### src/rtl/tx_sched_pkg.sv
package tx_sched_pkg;

  typedef enum logic [1:0] {
    RES_OK   = 2'b00,
    RES_ARB  = 2'b01,
    RES_ERR  = 2'b10
  } tx_res_e;

  typedef enum logic {
    SCH_IDLE   = 1'b0,
    SCH_ACTIVE = 1'b1
  } sch_state_e;

endpackage

### src/rtl/tx_prio_pick.sv
module tx_prio_pick #(
  parameter int N = 3,
  parameter int W = 2
) (
  input  logic [N-1:0] req_i,
  output logic         any_o,
  output logic [W-1:0] idx_o
);

  // Higher index wins: later iterations overwrite earlier ones.
  always_comb begin
    any_o = 1'b0;
    idx_o = '0;
    for (int i = 0; i < N; i++) begin
      if (req_i[i]) begin
        any_o = 1'b1;
        idx_o = W'(i);
      end
    end
  end

endmodule

### src/rtl/tx_buf_slot.sv
module tx_buf_slot (
  input  logic clk,
  input  logic rst,
  input  logic lock_i,
  input  logic submit_i,
  input  logic bus_off_i,
  input  logic end_i,
  input  logic start_i,
  input  logic fin_i,
  output logic ready_o,
  output logic busy_o
);

  always_ff @(posedge clk) begin
    if (rst) begin
      ready_o <= 1'b0;
    end else if (bus_off_i || !lock_i) begin
      ready_o <= 1'b0;
    end else if (submit_i) begin
      ready_o <= 1'b1;
    end else if (end_i) begin
      ready_o <= 1'b0;
    end
  end

  always_ff @(posedge clk) begin
    if (rst) begin
      busy_o <= 1'b0;
    end else if (start_i) begin
      busy_o <= 1'b1;
    end else if (fin_i) begin
      busy_o <= 1'b0;
    end
  end

endmodule

### src/rtl/tx_evt_flags.sv
module tx_evt_flags (
  input  logic       clk,
  input  logic       rst,
  input  logic       ok_ev_i,
  input  logic       fail_ev_i,
  input  logic [1:0] clr_i,
  input  logic       done_en_i,
  input  logic       err_en_i,
  output logic       done_q_o,
  output logic       err_q_o,
  output logic       irq_q_o
);

  logic done_n, err_n;

  always_comb begin
    done_n = done_q_o;
    err_n  = err_q_o;
    if (clr_i[0]) done_n = 1'b0;
    if (clr_i[1]) err_n  = 1'b0;
    if (ok_ev_i)   done_n = 1'b1;
    if (fail_ev_i) err_n  = 1'b1;
  end

  always_ff @(posedge clk) begin
    if (rst) begin
      done_q_o <= 1'b0;
      err_q_o  <= 1'b0;
      irq_q_o  <= 1'b0;
    end else begin
      done_q_o <= done_n;
      err_q_o  <= err_n;
      irq_q_o  <= (done_n && done_en_i) || (err_n && err_en_i);
    end
  end

endmodule

### src/rtl/tx_sched.sv
module tx_sched
  import tx_sched_pkg::*;
#(
  parameter int NBUF = 3,
  localparam int IDXW = (NBUF > 1) ? $clog2(NBUF) : 1
) (
  input  logic            clk,
  input  logic            rst,
  input  logic [NBUF-1:0] lock_i,
  input  logic [NBUF-1:0] submit_i,
  input  logic            no_retx_i,
  input  logic            bus_off_i,
  input  logic            bus_idle_i,
  input  logic            tx_done_i,
  input  logic [1:0]      tx_result_i,
  input  logic            done_en_i,
  input  logic            err_en_i,
  input  logic [1:0]      flag_clr_i,
  output logic            tx_start_o,
  output logic [IDXW-1:0] tx_idx_o,
  output logic [NBUF-1:0] ready_o,
  output logic [NBUF-1:0] busy_o,
  output logic            done_flag_o,
  output logic            err_flag_o,
  output logic            irq_o
);

  sch_state_e      state_q;
  logic [NBUF-1:0] cand;
  logic            cand_any;
  logic [IDXW-1:0] cand_idx;
  logic            launch;
  logic            done_ev;
  logic            ok_ev;
  logic            fail_ev;

  assign cand    = ready_o & lock_i & {NBUF{~bus_off_i}};
  assign launch  = (state_q == SCH_IDLE) && bus_idle_i && cand_any;
  assign done_ev = (state_q == SCH_ACTIVE) && tx_done_i;
  assign ok_ev   = done_ev && (tx_res_e'(tx_result_i) == RES_OK);
  assign fail_ev = done_ev && (tx_res_e'(tx_result_i) != RES_OK);

  tx_prio_pick #(.N(NBUF), .W(IDXW)) u_pick (
    .req_i (cand),
    .any_o (cand_any),
    .idx_o (cand_idx)
  );

  for (genvar g = 0; g < NBUF; g++) begin : g_slot
    logic mine;
    assign mine = (tx_idx_o == IDXW'(g));
    tx_buf_slot u_slot (
      .clk       (clk),
      .rst       (rst),
      .lock_i    (lock_i[g]),
      .submit_i  (submit_i[g]),
      .bus_off_i (bus_off_i),
      .end_i     (done_ev && mine && (ok_ev || no_retx_i)),
      .start_i   (launch && (cand_idx == IDXW'(g))),
      .fin_i     (done_ev && mine),
      .ready_o   (ready_o[g]),
      .busy_o    (busy_o[g])
    );
  end

  always_ff @(posedge clk) begin
    if (rst) begin
      state_q    <= SCH_IDLE;
      tx_start_o <= 1'b0;
      tx_idx_o   <= '0;
    end else begin
      tx_start_o <= launch;
      if (launch) begin
        tx_idx_o <= cand_idx;
        state_q  <= SCH_ACTIVE;
      end else if (done_ev) begin
        state_q  <= SCH_IDLE;
      end
    end
  end

  tx_evt_flags u_flags (
    .clk       (clk),
    .rst       (rst),
    .ok_ev_i   (ok_ev),
    .fail_ev_i (fail_ev),
    .clr_i     (flag_clr_i),
    .done_en_i (done_en_i),
    .err_en_i  (err_en_i),
    .done_q_o  (done_flag_o),
    .err_q_o   (err_flag_o),
    .irq_q_o   (irq_o)
  );

endmodule

### config.mk
export PLATFORM = sky130hd
export DESIGN_NAME = tx_sched
export DESIGN_NICKNAME = d
export VERILOG_FILES = /design/src/rtl/tx_sched_pkg.sv /design/src/rtl/tx_prio_pick.sv /design/src/rtl/tx_buf_slot.sv /design/src/rtl/tx_evt_flags.sv /design/src/rtl/tx_sched.sv
export SDC_FILE = /design/constraint.sdc
export NUM_CORES = 1
export LEC_CHECK = 0
export ABC_CLOCK_PERIOD_IN_PS = 3450
export CORE_MARGIN = 3
export CORE_UTILIZATION = 25
export DETAILED_ROUTE_END_ITERATION = 8
export DONT_BUFFER_PORTS = 1
export SETUP_SLACK_MARGIN = 0.05
export SLEW_MARGIN = 20
export SYNTH_ARGS = -nofsm -noshare
export SYNTH_HDL_FRONTEND = slang
export SYNTH_HIERARCHICAL = 1
export SYNTH_SLANG_ARGS = --single-unit
### constraint.sdc
create_clock -name clk -period 3.45 [get_ports clk]
set_input_delay 0.5175 -clock clk [delete_from_list [all_inputs] [get_ports clk]]
set_output_delay 0.5175 -clock clk [all_outputs]
set_load 0.05 [all_outputs]
==> results.sh <==
export IMPL_die_area_mm2=0.003351
export IMPL_grt_pass1_vias=533
export IMPL_fmax_mhz=540.2
export IMPL_tightest_slew_ns=0.7894
export IMPL_power_density_mw_per_mm2=362.1
export IMPL_min_from="rst"
export IMPL_holdPathEnd="g_slot[1].u_slot/busy_o"
export IMPL_grt_pass1_wl_um=2387
export IMPL_clock_path_buffers=2
export IMPL_hold_depth=1
export IMPL_antenna_found_initial=0
export IMPL_end_kind="flip-flop"
export IMPL_viasPerCell=4.743
export IMPL_finalHoldViolations=0
export IMPL_postSynthCellCount=72
export IMPL_period_minus_slack_ns=1.851
export IMPL_cts_root_buf="clkbuf_4"
export IMPL_p_int_w=0.0002030
export IMPL_die_w_um=57.89
export IMPL_seq_power_share=0.600
export IMPL_reg2reg_depth=7
export IMPL_async_flop_share=0
export IMPL_p_sw_frac=0.2314
export IMPL_ir_drop_uv=145.4
export IMPL_p_clk_frac=0.358
export IMPL_grt_max_degree=15
export IMPL_post_drt_wl_per_cell_um=13.87
export IMPL_fillers=280
export IMPL_synthMuxAreaShare=0.02974
export IMPL_synth_top_area_share=0.3866
export IMPL_synth_seq_cells=13
export IMPL_r2r_end="g_slot[2].u_slot/busy_o"
export IMPL_fin_util=0.2892
export IMPL_firstDrtPassIters=4
export IMPL_seq_area_frac_synth=0.3866
export IMPL_ant_nets=0
export IMPL_vias=498
export IMPL_crit_fanout=6
export IMPL_hold_class="in2reg"
export IMPL_rows=18
export IMPL_synth_nets=90
export IMPL_regArea_um2=260.3
export IMPL_worstPathCellList="nand2_1 -> nor2_1 -> or3_1 -> nand3b_4 -> nor3b_1 -> inv_1 -> a21oi_1"
export IMPL_cts_resized=0
export IMPL_criticalPathCategory="reg2reg"
export IMPL_synth_simple_gate_area_frac=0.4164
export IMPL_cp_buffers_inverters=1
export IMPL_gp_congestion=0.7162
export IMPL_cts_tree="yes"
export IMPL_overflow=0
export IMPL_wl_um=1456
export IMPL_p_comb_frac=0.043
export IMPL_synth_main_ff_cell="dfxtp_1"
export IMPL_synth_top_family_by_area="simple AND/OR/NAND/NOR gates"
export IMPL_synth_common_cells="13 x dfxtp_1, 9 x nor2_1, 8 x nand2b_1"
export IMPL_drt_iter0_markers=12
export IMPL_synth_compound_area_frac=0.1283
export IMPL_multiInputGateArea_um2=386.6
export IMPL_numCtsBuffers=3
export IMPL_synth_cell_types=23
export IMPL_cap_viol_max_count=0
export IMPL_status="complete, no violations"
export IMPL_p_leak_nw=0.2769
export IMPL_cts_htree_levels=1
export IMPL_coreArea_mm2=0.002522
export IMPL_setup_viol=0
export IMPL_setup_tns_ns=0
export IMPL_fp_dieH_um=57.89
export IMPL_reg2reg_slack_ns=1.60
export IMPL_ios=30
export IMPL_avgSynthCellArea_um2=9.349
export IMPL_crit_required_ns=3.66
export IMPL_cts_sink_count=13
export IMPL_num_nets_final=94
export IMPL_area_delta_synth_final_pct=8.364
export IMPL_hold_buffers=0
export IMPL_max_slew_margin=0.4730
export IMPL_drc=0
export IMPL_synth_edf_count=0
export IMPL_synth_area_um2=673.1
export IMPL_synth_largest_area_cell="dfxtp_1"
export IMPL_synthTopCellsByArea="dfxtp_1 39%, nand2b_1 7.4%, nor2_1 5.0%, o211a_1 4.5%, nor3b_1 4.5%"
export IMPL_critPathLaunchType="flip-flop"
export IMPL_yosys_warnings=6
export IMPL_clkLatencyLatePin_ns=0.27
export IMPL_slowest_stage="dfxtp_1"
export IMPL_yosysMostFrequentCell="dfxtp_1"
export IMPL_fin_crit_sh=0.5366
export IMPL_synthAdderAreaFrac=0
export IMPL_clock_skew_ns=0.002497
export IMPL_slowest_delay_ns=0.66
export IMPL_clkTransAtPathRegs_ns=0.08
export IMPL_arrival_ns=2.06
export IMPL_power_net_switching_w=0.00006111
export IMPL_drive_above_1_share=0.1733
export IMPL_rsz0062_at_grt="no"
export IMPL_io_buffers=0
export IMPL_path_delay_family="simple AND/OR/NAND/NOR gates"
export IMPL_slew_violations=0
export IMPL_post_cts_buffers=0
export IMPL_synthXorXnorAreaFrac=0
export IMPL_initial_core_util=0.2669
export IMPL_antenna_cells=0
export IMPL_r2r_start="g_slot[2].u_slot/ready_o"
export IMPL_grt_use_total=0.09392
## worst register-to-register path, stage by stage, from the launching register on
cell and delay, ns:
dfxtp_1 0.66, nand2_1 0.12, nor2_1 0.30, or3_1 0.22, nand3b_4 0.11, nor3b_1 0.19, inv_1 0.06, a21oi_1 0.12
## routing by layer
| layer | part of all wire | GRT usage | routed length, um | up-vias |
|---|---|---|---|---|
| met5 | 0 | 0 | 0 | - |
| met4 | 0.0076 | 0.03311 | 11 | 0 |
| met3 | 0.12 | 0.06904 | 171 | 2 |
| met2 | 0.48 | 0.1484 | 700 | 13 |
| met1 | 0.39 | 0.09621 | 571 | 234 |
| li1 | - | - | - | 249 |
## state kept, by name, indices dropped and copies added (netlist names)
name	count
u_flags/irq_q_o	1
u_flags/done_q_o	1
u_flags/err_q_o	1
tx_start_o	1
g_slot.u_slot/ready_o	3
g_slot.u_slot/busy_o	3
state_q	1
tx_idx_o	2
## power by group through the flow
| stage | registers [W] | logic, W | clock network (W) |
|---|---|---|---|
| floorplan | 0.000162 | 0.0000102 | 0 |
| global placement | 0.000162 | 0.0000109 | 0 |
| detailed placement | 0.000162 | 0.0000112 | 0 |
| CTS | 0.000159 | 0.0000113 | 0.0000983 |
| global route | 0.000159 | 0.0000124 | 0.000107 |
| finish | 0.000158 | 0.0000112 | 0.0000945 |
## logic make-up (layout without fill, tap and decap cells)
| family | after synthesis | after routing |
|---|---|---|
| buffers and inverters | 6 | 9 |
| AND/OR/NAND/NOR | 40 | 40 |
| AO/OA/AOI/OAI | 11 | 11 |
| flip-flops | 13 | 13 |
| multiplexers | 2 | 2 |
## layout make-up
class                      instances  area share
inverter                           5     0.02573
multi-input combinational         53      0.5300
clock buffer                       4     0.03602
sequential                        13      0.3568
tap                               30     0.05146
## cells in the final DEF, fill, tap and decap left out, drive strengths merged
master and instances:
nand3b 1, o21ba 1, a22o 1, or3 1, nor4 1, a21oi 6
nor3 3, nand2 4, nor4b 2, nand2b 10, clkbuf 4, and3b 1
o211a 3, mux2i 2, inv 5, nor2 9, dfxtp 13, nor3b 4
nor2b 4
## worst max-delay path by stage
| stage | from | endpoint | slack, ns | cells past startpoint |
|---|---|---|---|---|
| after floorplan | g_slot[2].u_slot/ready_o | g_slot[1].u_slot/busy_o | 1.92 | 7 |
| after global placement | g_slot[2].u_slot/ready_o | g_slot[1].u_slot/busy_o | 1.66 | 7 |
| after detailed placement | g_slot[2].u_slot/ready_o | g_slot[2].u_slot/busy_o | 1.61 | 7 |
| after CTS | g_slot[2].u_slot/ready_o | g_slot[2].u_slot/busy_o | 1.59 | 7 |
| after global routing | g_slot[2].u_slot/ready_o | g_slot[1].u_slot/busy_o | 1.37 | 7 |
| final | g_slot[2].u_slot/ready_o | g_slot[2].u_slot/busy_o | 1.60 | 7 |
## metrics by stage
stage,area (um2),std cells,setup slack [ns],total power (W),hold slack [ns]
CTS,729.5,105,1.587,0.0002680,0.2958
floorplan,673.1,72,1.920,0.0001718,0.4763
finish,729.5,105,1.599,0.0002641,0.3044
global route,729.5,105,1.367,0.0002786,0.2863
global placement,703.2,101,1.657,0.0001729,0.5062
detailed placement,703.2,101,1.605,0.0001733,0.5107
(Power assumes the default switching activity.)
